$ cat src/rtl/sram_cart_pkg.sv
package sram_cart_pkg;

  typedef enum logic [2:0] {
    SZ_2K  = 3'd0,
    SZ_8K  = 3'd1,
    SZ_16K = 3'd2,
    SZ_24K = 3'd3,
    SZ_32K = 3'd4
  } cart_size_e;

  typedef enum logic [2:0] {
    ST_IDLE,
    ST_READ,
    ST_WSETUP,
    ST_WPULSE,
    ST_WTAIL
  } ctrl_state_e;

  function automatic int ns_to_cyc(input int ns, input int clk_ns);
    int c;
    c = (ns + clk_ns - 1) / clk_ns;
    return (c < 1) ? 1 : c;
  endfunction

  function automatic int imax(input int a, input int b);
    return (a > b) ? a : b;
  endfunction

endpackage

$ cat src/rtl/cart_addr_mask.sv
module cart_addr_mask
  import sram_cart_pkg::*;
#(
  parameter int AW = 15
) (
  input  logic [2:0]    size_code,
  input  logic [AW-1:0] addr_in,
  output logic [AW-1:0] addr_out
);

  localparam int LIM_W = $clog2(AW + 1);

  logic [LIM_W-1:0] keep_bits;

  always_comb begin
    case (size_code)
      SZ_2K:   keep_bits = LIM_W'(11);
      SZ_8K:   keep_bits = LIM_W'(13);
      SZ_16K:  keep_bits = LIM_W'(14);
      default: keep_bits = LIM_W'(AW);
    endcase
  end

  for (genvar i = 0; i < AW; i++) begin : g_bit
    assign addr_out[i] = addr_in[i] & (keep_bits > LIM_W'(i));
  end

endmodule

$ cat src/rtl/cart_phase_timer.sv
module cart_phase_timer #(
  parameter int TW = 6
) (
  input  logic          clk,
  input  logic          rst,
  input  logic          load,
  input  logic [TW-1:0] load_val,
  output logic          last
);

  logic [TW-1:0] cnt;

  always_ff @(posedge clk) begin
    if (rst)
      cnt <= '0;
    else if (load)
      cnt <= load_val;
    else if (cnt != '0)
      cnt <= cnt - 1'b1;
  end

  assign last = (cnt == '0);

endmodule

$ cat src/rtl/sram_cart_ctrl.sv
module sram_cart_ctrl
  import sram_cart_pkg::*;
#(
  parameter int AW      = 15,
  parameter int DW      = 8,
  parameter int CLK_NS  = 8,
  parameter int T_ACC   = 250,
  parameter int T_OEA   = 125,
  parameter int T_RC    = 250,
  parameter int T_WP    = 170,
  parameter int T_WC    = 250,
  parameter int T_DS    = 100,
  parameter int T_DH    = 20,
  parameter int T_WR    = 20
) (
  input  logic          clk,
  input  logic          rst,
  input  logic [2:0]    cart_size,
  input  logic          req_valid,
  output logic          req_ready,
  input  logic          req_write,
  input  logic [AW-1:0] req_addr,
  input  logic [DW-1:0] req_wdata,
  output logic          rsp_valid,
  output logic [DW-1:0] rsp_rdata,
  output logic [AW-1:0] mem_addr,
  output logic          mem_ce_n,
  output logic          mem_we_n,
  output logic          mem_oe_n,
  output logic [DW-1:0] mem_dq_out,
  output logic          mem_dq_oe,
  input  logic [DW-1:0] mem_dq_in
);

  localparam int RD_CYC = imax(imax(ns_to_cyc(T_ACC, CLK_NS), ns_to_cyc(T_OEA, CLK_NS)),
                               ns_to_cyc(T_RC, CLK_NS));
  localparam int WP_CYC = imax(ns_to_cyc(T_WP, CLK_NS), ns_to_cyc(T_DS, CLK_NS));
  localparam int TAIL_CYC = imax(imax(imax(ns_to_cyc(T_DH, CLK_NS), ns_to_cyc(T_WR, CLK_NS)),
                                      ns_to_cyc(T_WC, CLK_NS) - 1 - WP_CYC), 1);
  localparam int MAX_CYC = imax(imax(RD_CYC, WP_CYC), TAIL_CYC);
  localparam int TW = $clog2(MAX_CYC + 1);

  ctrl_state_e   state;
  logic [AW-1:0] masked_addr;
  logic          tmr_load;
  logic [TW-1:0] tmr_val;
  logic          tmr_last;

  cart_addr_mask #(.AW(AW)) u_mask (
    .size_code (cart_size),
    .addr_in   (req_addr),
    .addr_out  (masked_addr)
  );

  cart_phase_timer #(.TW(TW)) u_timer (
    .clk      (clk),
    .rst      (rst),
    .load     (tmr_load),
    .load_val (tmr_val),
    .last     (tmr_last)
  );

  assign req_ready = (state == ST_IDLE);

  always_comb begin
    tmr_load = 1'b0;
    tmr_val  = '0;
    case (state)
      ST_IDLE:   if (req_valid && !req_write) begin
                   tmr_load = 1'b1;
                   tmr_val  = TW'(RD_CYC - 1);
                 end
      ST_WSETUP: begin
                   tmr_load = 1'b1;
                   tmr_val  = TW'(WP_CYC - 1);
                 end
      ST_WPULSE: if (tmr_last) begin
                   tmr_load = 1'b1;
                   tmr_val  = TW'(TAIL_CYC - 1);
                 end
      default:   ;
    endcase
  end

  always_ff @(posedge clk) begin
    if (rst) begin
      state      <= ST_IDLE;
      mem_ce_n   <= 1'b1;
      mem_we_n   <= 1'b1;
      mem_oe_n   <= 1'b1;
      mem_dq_oe  <= 1'b0;
      mem_addr   <= '0;
      mem_dq_out <= '0;
      rsp_valid  <= 1'b0;
      rsp_rdata  <= '0;
    end else begin
      rsp_valid <= 1'b0;
      case (state)
        ST_IDLE: if (req_valid) begin
          mem_addr <= masked_addr;
          if (req_write) begin
            mem_dq_out <= req_wdata;
            mem_dq_oe  <= 1'b1;
            state      <= ST_WSETUP;
          end else begin
            mem_ce_n <= 1'b0;
            mem_oe_n <= 1'b0;
            state    <= ST_READ;
          end
        end
        ST_READ: if (tmr_last) begin
          rsp_rdata <= mem_dq_in;
          rsp_valid <= 1'b1;
          mem_ce_n  <= 1'b1;
          mem_oe_n  <= 1'b1;
          state     <= ST_IDLE;
        end
        ST_WSETUP: begin
          mem_ce_n <= 1'b0;
          mem_we_n <= 1'b0;
          state    <= ST_WPULSE;
        end
        ST_WPULSE: if (tmr_last) begin
          mem_ce_n <= 1'b1;
          mem_we_n <= 1'b1;
          state    <= ST_WTAIL;
        end
        ST_WTAIL: if (tmr_last) begin
          mem_dq_oe <= 1'b0;
          rsp_valid <= 1'b1;
          state     <= ST_IDLE;
        end
        default: state <= ST_IDLE;
      endcase
    end
  end

  // Observation counters for the duration assertions
  logic [15:0] we_run;
  logic [15:0] rd_run;
  always_ff @(posedge clk) begin
    if (rst) begin
      we_run <= '0;
      rd_run <= '0;
    end else begin
      we_run <= !mem_we_n ? we_run + 16'd1 : 16'd0;
      rd_run <= (!mem_ce_n && !mem_oe_n) ? rd_run + 16'd1 : 16'd0;
    end
  end

  AST_IDLE_STROBES: assert property (@(posedge clk) disable iff (rst)
    req_ready |-> (mem_ce_n && mem_we_n && mem_oe_n));
  AST_RD_WE_HIGH: assert property (@(posedge clk) disable iff (rst)
    !mem_oe_n |-> (mem_we_n && !mem_ce_n));
  AST_RD_LEN: assert property (@(posedge clk) disable iff (rst)
    $rose(mem_oe_n) |-> (rd_run == 16'(RD_CYC)));
  AST_WE_WITH_CE: assert property (@(posedge clk) disable iff (rst)
    !mem_we_n |-> !mem_ce_n);
  AST_WE_LEN: assert property (@(posedge clk) disable iff (rst)
    $rose(mem_we_n) |-> (we_run == 16'(WP_CYC)));
  AST_OE_OFF_IN_WRITE: assert property (@(posedge clk) disable iff (rst)
    mem_dq_oe |-> mem_oe_n);
  AST_DATA_HELD: assert property (@(posedge clk) disable iff (rst)
    $rose(mem_we_n) |-> mem_dq_oe);
  AST_ADDR_STABLE: assert property (@(posedge clk) disable iff (rst)
    (!mem_ce_n && $past(!mem_ce_n)) |-> $stable(mem_addr));
  AST_MASK_2K: assert property (@(posedge clk) disable iff (rst)
    (!mem_ce_n && $past(req_ready) && $past(cart_size) == 3'd0 && $past(req_valid))
      |-> (mem_addr >> 11) == '0);
  AST_BUSY_NOT_READY: assert property (@(posedge clk) disable iff (rst)
    !mem_ce_n |-> !req_ready);
  AST_RSP_PULSE: assert property (@(posedge clk) disable iff (rst)
    rsp_valid |=> !rsp_valid);

endmodule

$ cat config.mk
export PLATFORM = sky130hd
export DESIGN_NAME = sram_cart_ctrl
export DESIGN_NICKNAME = d
export VERILOG_FILES = /design/src/rtl/sram_cart_pkg.sv /design/src/rtl/cart_addr_mask.sv /design/src/rtl/cart_phase_timer.sv /design/src/rtl/sram_cart_ctrl.sv
export SDC_FILE = /design/constraint.sdc
export NUM_CORES = 1
export LEC_CHECK = 0
export BUFFER_PORTS_ARGS = -buffer_cell sky130_fd_sc_hd__buf_4
export CAP_MARGIN = 20
export CORE_MARGIN = 3
export CORE_UTILIZATION = 50
export CTS_BUF_LIST = sky130_fd_sc_hd__clkbuf_16
export DETAILED_ROUTE_END_ITERATION = 8
export GPL_ROUTABILITY_DRIVEN = 0
export PLACE_DENSITY = 0.82
export SYNTH_ARGS = -nofsm -noshare
export SYNTH_HDL_FRONTEND = slang
export SYNTH_SLANG_ARGS = --single-unit
$ cat constraint.sdc
create_clock -name clk -period 4.2 [get_ports clk]
set_input_delay 0.42 -clock clk [delete_from_list [all_inputs] [get_ports clk]]
set_output_delay 0.42 -clock clk [all_outputs]
set_load 0.01 [all_outputs]
Word-level counts from Yosys, hierarchy flattened --
Cells that the tools add are included.
Storage, ports and cells: register bits 45, input bits 38, logic and storage cells 102, output and inout port bits 37
Cells by class: reductions and logical operators 22, eq/ne operators 14, mux-type cells 24, $add $sub $neg 1, bitwise gates (word level) 16, order comparisons 15
Operators with widths (count):
- $gt 4x4->1 const B | 7
- $gt 4x3->1 const B | 4
- $and 1x1->1 | 15
- $pmux 5 s3 | 1
- $mux 6 | 2
- $pmux 3 s4 | 1
- $reduce_and 4->1 | 3
- $ne 2x2->1 const B | 5
- $eq 3x2->1 const B | 3
- $mux 3 | 3
- $pmux 3 s3 | 1
- $gt 4x1->1 const B | 2
- $gt 4x2->1 const B | 2
- $mux 1 | 8
- $reduce_bool 2->1 | 4
- $eq 3x1->1 const B | 2
- $logic_not 3->1 | 2
- $logic_not 6->1 | 1
- $ne 2x1->1 const B | 3
- $pmux 1 s2 | 3
- $pmux 1 s3 | 2
- $reduce_and 2->1 | 3
- $reduce_and 3->1 | 2
- $reduce_bool 6->1 | 1
- other kinds (10) | 12

Depth between registers and ports, before layout --
Gate-level depths: netlist of run 1.
depth in word-level cells 5, mapped depth 7, gate-level depth less buffers 6

By module --
From an unflattened synthesis of run 1, not the netlist that was laid out.
Second synthesis, totals: cell total of the unflattened synthesis 245, area, all modules 2084.5 µm²
By module, submodules not included:
- sram_cart_ctrl | cells an instance 182, area each 1576.5 µm², seq. area each 780.7 µm², instances 1
- cart_phase_timer | cells an instance 46, area each 395.4 µm², seq. area each 120.1 µm², instances 1
- cart_addr_mask | cells an instance 17, area each 112.6 µm², seq. area each 0.0 µm², instances 1

Least setup slack after synthesis of run 1 --
No wires, ideal clock.
kind reg2reg, start point register u_timer.cnt[2], end point register rsp_rdata[0], data arrival time 1420 ps, buffers on the path 1, cell stages (with the launch flop) 6, path slack 2653 ps, data required time 4072 ps, library setup time 128 ps, period minus slack after synthesis 1547 ps, path through dfxtp_1 or3_4 nor4b_2 buf_4 mux2i_1 nor2_1
On the way: cells in the longest elaborated chain, start to end 2
RTL lines:
- start: declaration | line cart_phase_timer.sv:11 | logic [TW-1:0] cnt;
- start signal: assignment | line cart_phase_timer.sv:17 | cnt <= load_val;
- start signal: assignment | line cart_phase_timer.sv:19 | cnt <= cnt - 1'b1;
- $logic_not 6->1 | line cart_phase_timer.sv:22 | assign last = (cnt == '0);
- $reduce_and 2->1 (no line)
- end signal: assignment | line sram_cart_ctrl.sv:112 | rsp_rdata <= mem_dq_in;
- end: declaration | line sram_cart_ctrl.sv:25 | output logic [DW-1:0] rsp_rdata,
Every way passes these cells. A chain may end at the register's enable or synchronous reset.

Worst setup path after layout of run 1 --
start point register state[0], end point register rsp_rdata[3]
On the way: cells in the longest elaborated chain, start to end 2
RTL lines:
- start: declaration | line sram_cart_ctrl.sv:43 | ctrl_state_e state;
- start signal: assignment | line sram_cart_ctrl.sv:87 | state <= ST_IDLE;
- start signal: assignment | line sram_cart_ctrl.sv:104 | state <= ST_WSETUP;
- start signal: assignment | line sram_cart_ctrl.sv:108 | state <= ST_READ;
- $eq 3x1->1 | line sram_cart_ctrl.sv:98 | case (state)
- $reduce_and 2->1 (no line)
Every way passes these cells.

==> flow_summary.toml, run 1 <==
[pwr]
powerDensity_mw_per_mm2 = 565
static-leakage-power_nw = 1.11
vdd_ir_drop_max_mv = 0.380
seqPwrFrac_pct = 39.3
intPower_mw = 0.953
p_sw_mw = 0.506
clkPwrFrac_pct = 25.5
switching_share_pct = 34.7
p_comb_share_pct = 35.2

[clock_network]
cts_root_buffer = "clkbuf_16"
cts-buffers-inserted = 5
clock_path_buffers = 2
cts_resized = 0
clock_latency_ns = 0.28
cts_tree = "yes"
hold_buffers = 0
htreeDepth = 2
clkTransAtPathRegs_ns = 0.06
cts_sinks = 45
post-cts-setup-buffers = 0

[layout]
syn2layout_area_growth_pct = 37.6
multi_input_area_um2 = 903
final_area_mm2 = 0.00258
final_cells = 336
n_antenna_cell = 0
fin_util_pct = 74.5
seqCellArea_um2 = 901
final_nets = 329
n_fill_cell = 281
drive_gt1_share_pct = 30.3

[logic_synthesis]
syn_area_mm2 = 0.00188
seq_area_frac_synth_pct = 48.0
async_flop_share_pct = 0
ys_types = 40
synth_top_area_share_pct = 48.0
synth_area_per_cell_um2 = 8.58
synth-edff-count = 0
synthMostInstantiatedCell = "dfxtp_1"
synth_cells = 219
ys.flop_type = "dfxtp_1"
yosys.area.top_type = "dfxtp_1"
yosys-top-cells-area = "dfxtp_1 (48%), nand2_1 (8.4%), a21oi_1 (8.0%), mux2i_1 (4.3%), nand3_1 (3.7%)"
synth_warnings = 0
ys_seq_elements = 45
syn_nets = 259
synth_common_cells = "dfxtp_1 (45), nand2_1 (42), a21oi_1 (30), nand3_1 (14), nor2_1 (13)"

[critical_path]
timing.rr.start = "state[0]"
reg2reg_slack_ns = 2.10
r2r_cells = 5
path_max_fanout = 11
crit_type = "reg -> reg"
crit_path_end_kind = "register"
startpoint = "state[0]"
r2r_end = "rsp_rdata[3]"
setup.worst_path.end = "rsp_rdata[3]"
crit_arrival_ns = 2.26
worst_ep_required_time_ns = 4.36
start_kind = "register"

[sta]
tns_ns = 0
tightest_slew_ns = 0.576
slew_violations = 0
setup_viol = 0
fmax_ghz = 0.476
hold_violations = 0
fin_crit_sh_pct = 50.0
maxSlewHeadroom_pct = 61.5
period_minus_slack_ns = 2.10
rsz0062_at_grt = "no"
finClkSkew_ns = 0.00353

[placed_design]
dp_hpwl_mm = 3.22
place_area_mm2 = 0.00244
dpl.cell_count = 328
portBuffers = 74

[grt]
grt_pass1_wl_mm = 7.04
antenna_found_initial = 0
gr-total-overflow = 0
grt_pass1_vias = 1590
grt_usage_pct = 20.8
grt_max_degree = 47

[floorplanning]
die_area_mm2 = 0.00453
die_w_um = 67.3
die_h_um = 67.3
coreArea_mm2 = 0.00347
start_util_pct = 54.1
row_count = 21
ios = 75

[worst_hold_path]
hold_path_class = "in -> reg"
min_path_cells = 3

[routing]
drt_wl_total_mm = 4.58
vias_per_cell = 5.35
wire_per_inst_um = 13.6
first_iter_violations = 118
num_vias = 1797
dr.pass1.iters = 4
final_antenna_net_count = 0
drc = 0

[flow_run]
cap_viol_max_count = 0

[status]
status = "finished clean"
==> worst max-delay path, cell delays in order, from the launching register on <==
cell and delay [ns]:
dfxtp_1 0.55, nor2b_1 0.34, nor4b_2 0.55, buf_4 0.27
mux2i_1 0.21, nor2_1 0.05
==> layer usage <==
layer	vias to the layer above	part of all wire, %	GRT usage (%)
met2	54	50	34.0
li1	902	-	-
met5	-	0	0
met4	0	1.6	9.11
met1	834	43	24.8
met3	7	5.4	6.99
==> area by class of cell <==
| type | instances | share of cell area (%) |
|---|---|---|
| inverter | 3 | 0.436 |
| tap | 46 | 2.23 |
| clock inverter | 3 | 0.581 |
| clock buffer | 5 | 4.84 |
| multi-input combinational | 158 | 35.0 |
| sequential | 45 | 34.9 |
| timing repair buffer | 76 | 22.1 |
==> layout by cell type (no fill, tap or decap), types with 2 or more instances in the layout <==
cell type,n
dfxtp_1,45
or3_1,2
a21o_1,2
a21oi_1,30
clkbuf_16,5
nand2_1,42
inv_1,5
nor4_1,2
a221oi_1,2
xnor2_1,2
nand3_1,14
o21bai_1,2
ha_1,2
xor2_1,2
a31oi_1,2
nand2b_1,3
o21ai_1,3
buf_4,76
nor2_1,13
mux2i_1,8
nor2b_1,5
nor3_1,4
o21ai_0,4
==> cell families after synthesis <==
group                    Yosys count  share of synthesized area, %
AND/OR/NAND/NOR                   93                          24.7
AO/OA/AOI/OAI                     51                          15.9
flip-flops                        45                          48.0
buffers and inverters             16                          3.93
multiplexers                       8                          4.26
XOR/XNOR                           4                          1.87
adder cells (fa/ha/maj)            2                          1.33
==> sequential cells by signal, summed over array words and instances, names as in the netlist <==
name,flops
mem_addr,15
mem_dq_out,8
rsp_rdata,8
u_timer.cnt,6
state,3
mem_ce_n,1
mem_dq_oe,1
mem_oe_n,1
mem_we_n,1
rsp_valid,1
==> power by group through the flow <==
| stage | Clock, mW | Sequential (mW) | Combinational, mW |
|---|---|---|---|
| final | 0.372 | 0.574 | 0.513 |
| after global routing | 0.402 | 0.585 | 0.569 |
| after CTS | 0.376 | 0.572 | 0.513 |
| after detailed placement | 0 | 0.578 | 0.510 |
| after global placement | 0 | 0.575 | 0.501 |
| after floorplan | 0 | 0.576 | 0.345 |
==> stage by stage <==
| step | power [mW] | hold WS [ns] | setup slack [ns] |
|---|---|---|---|
| 5_1_grt | 1.56 | 0.383 | 1.92 |
| 6_report | 1.46 | 0.367 | 2.10 |
| 2_1_floorplan | 0.922 | 0.476 | 2.65 |
| 4_1_cts | 1.46 | 0.369 | 2.10 |
| 3_5_place_dp | 1.09 | 0.447 | 2.09 |
| 3_3_place_gp | 1.08 | 0.440 | 1.87 |
==> how the worst min path moves through the flow <==
stage                 start      endpoint
6_report       mem_dq_in[4]  rsp_rdata[4]
2_1_floorplan  mem_addr[11]  mem_addr[11]
3_5_place_dp    mem_addr[5]   mem_addr[5]
4_1_cts        mem_dq_in[4]  rsp_rdata[4]
3_3_place_gp   mem_addr[13]  mem_addr[13]
5_1_grt         req_addr[9]   mem_addr[9]
No activity file was read; power rests on OpenSTA's default activity.
==> inputs of run 2 (changes only) <==
ABC_AREA = 1   (was unset)
CORE_UTILIZATION = 43   (was 50)
PLACE_DENSITY = 0.75   (was 0.82)
clock period = 1.9 ns   (was 4.2 ns; I/O delays follow)
==> run 2 against run 1 <==
  * Core utilization fell by 11 points
  * Critical path type unchanged
  * Non-clock buffer count shrank 1
  * Sequential share of layout area shrank 0.76 points
  * Fmax increased by 45%
  * Combinational power rose to 3.4 times the previous value
  * Register-to-register slack got worse by 1.7 ns
  * Hold slack got worse by 0.24 ns
  * Global-route usage shrank 3.2 points
  * Final area up 2.2%
  * Clock-buffer cell count did not move
  * Critical endpoint is now rsp_rdata[5]
  * Synthesized area is 3.3% higher
==> flow_summary.toml, run 2 <==
[critical_path]
r2r_cells = 7
crit_type = "reg -> reg"
worst_ep_required_time_ns = 2.07
start_kind = "register"
crit_path_end_kind = "register"
crit_arrival_ns = 1.62
path_max_fanout = 10

[routing]
drt_wl_total_mm = 4.56
drc = 0
final_antenna_net_count = 0
first_iter_violations = 105
num_vias = 1895
wire_per_inst_um = 11.9
dr.pass1.iters = 4
vias_per_cell = 4.95

[layout]
final_cell_mix = "buf_4 (75), nor2_1 (57), nand2_1 (45), dfxtp_1 (45), nand3_1 (22)"
final_common_cell = "buf_4"
final_cells = 383
syn2layout_area_growth_pct = 36.2
drive_gt1_share_pct = 28.8
fin_util_pct = 63.3
largest_reg_flops = 15
final_nets = 374
reg.largest.list = "mem_addr x15, mem_dq_out x8, rsp_rdata x8"
regMostFlops = "mem_addr"
n_antenna_cell = 0

[floorplanning]
start_util_pct = 46.5
die_area_mm2 = 0.00535
die_w_um = 73.2
ios = 75
die_h_um = 73.2
row_count = 23
coreArea_mm2 = 0.00417

[pwr]
clkPwrFrac_pct = 20.0
p_comb_share_pct = 45.0
intPower_mw = 2.40
powerDensity_mw_per_mm2 = 1480
seqPwrFrac_pct = 35.1
static-leakage-power_nw = 1.29
p_sw_mw = 1.51
switching_share_pct = 38.6
vdd_ir_drop_max_mv = 0.757
power.total_mw = 3.92

[logic_synthesis]
synth_top_area_share_pct = 46.5
synthMostInstantiatedCell = "nor2_1"
seq_area_frac_synth_pct = 46.5
async_flop_share_pct = 0
syn_nets = 300
ys_seq_elements = 45
synth_cells = 260
syn_area_mm2 = 0.00194
yosys-top-cells-area = "dfxtp_1 (46%), nor2_1 (11%), nand2_1 (8.7%), nand3_1 (5.7%), o21ai_0 (5.4%)"
yosys.area.top_type = "dfxtp_1"
ys_types = 25
synth_common_cells = "nor2_1 (57), dfxtp_1 (45), nand2_1 (45), nand3_1 (22), o21ai_0 (21)"
synth_warnings = 0
synth_area_per_cell_um2 = 7.46
synth-edff-count = 0
ys.flop_type = "dfxtp_1"

[sta]
hold_violations = 0
fin_crit_sh_pct = 76.5
rsz0062_at_grt = "no"
period_minus_slack_ns = 1.45
setup_viol = 0
tightest_slew_ns = 0.381
slew_violations = 0
finClkSkew_ns = 0.00246
worst_slack_ns = 0.446
maxSlewHeadroom_pct = 74.6
fmax_ghz = 0.688
tns_ns = 0

[clock_network]
cts_resized = 0
cts_sinks = 45
cts-buffers-inserted = 5
clkTransAtPathRegs_ns = 0.06
post-cts-setup-buffers = 0
cts_tree = "yes"
htreeDepth = 2
clock_path_buffers = 2
hold_buffers = 0
clock_latency_ns = 0.28
cts_root_buffer = "clkbuf_16"

[status]
status = "finished clean"

[grt]
grt_pass1_wl_mm = 7.41
grt_usage_pct = 17.6
grt_pass1_vias = 1752
grt_max_degree = 26
gr-total-overflow = 0
antenna_found_initial = 0

[placed_design]
pre_cts_slack_ns = 0.455
dpl.cell_count = 377
dp_hpwl_mm = 3.37
portBuffers = 74

[flow_run]
cap_viol_max_count = 0

[worst_hold_path]
min_path_cells = 3
hold_path_class = "in -> reg"
## run 2: cell count changes after synthesis, sizes merged, moves of 3 or more
cell    change
a21oi      -10
clkbuf      -5
inv        +16
mux2i       -8
nand2       +6
nand2b      -3
nand3      +10
nand3b      +3
nor2       +49
nor2b       -5
nor3        -4
o21ai      +14
or3         -3
## run 2: final timing paths
| path | start | to | slack (ns) |
|---|---|---|---|
| setup / recovery | u_timer.cnt[0] | rsp_rdata[5] | 0.45 |
| setup reg to reg | u_timer.cnt[0] | rsp_rdata[5] | 0.45 |
| hold / removal | req_addr[2] | mem_addr[2] | 0.13 |
| hold reg to reg | mem_oe_n | mem_oe_n | 0.45 |
## run 2: critical path, stage by stage, from the launching register on
cell	delay (ns)
dfxtp_1	0.31
inv_1	0.14
ha_1	0.26
nand3_4	0.16
nor2_4	0.22
inv_2	0.11
nor2_1	0.10
nor2_1	0.05
## run 2: area by class of cell
class / instances / area [um^2]
timing repair buffer: 75 / 563
clock inverter: 1 / 5.00
fill: 367 / 1530
multi-input combinational: 188 / 913
clock buffer: 5 / 125
tap: 50 / 62.6
inverter: 19 / 71.3
sequential: 45 / 901
## run 2: power groups by stage
| stage | logic (mW) | clock network (mW) | registers [mW] |
|---|---|---|---|
| after detailed placement | 1.77 | 0 | 1.39 |
| after floorplan | 1.16 | 0 | 1.46 |
| after global placement | 1.75 | 0 | 1.39 |
| final | 1.76 | 0.782 | 1.37 |
| after global routing | 1.98 | 0.839 | 1.41 |
| after CTS | 1.78 | 0.805 | 1.38 |
## run 2: logic make-up (layout without fill, tap and decap cells)
| logic type | after synthesis | count (layout) | synth area share, % |
|---|---|---|---|
| compound gates | 42 | 42 | 10.9 |
| xor+xnor | 2 | 2 | 0.903 |
| fa+ha+maj | 2 | 2 | 1.29 |
| buf+inv | 27 | 100 | 6.45 |
| flops | 45 | 45 | 46.5 |
| simple gates | 142 | 142 | 34.0 |
## run 2: metal layers
layer  wire (um)  vias up  global-route usage [%]
li1            -      983                       -
met5           0        -                       0
met2        2180       60                    29.6
met1        1940      846                    20.7
met4          57        0                    5.53
met3         377        6                    6.47
## run 2: through the flow
step	cell area, um^2	hold WS, ns
global route	2640	0.136
CTS	2640	0.129
global placement	2510	0.411
floorplan	1940	0.325
finish	2640	0.131
detailed placement	2510	0.417
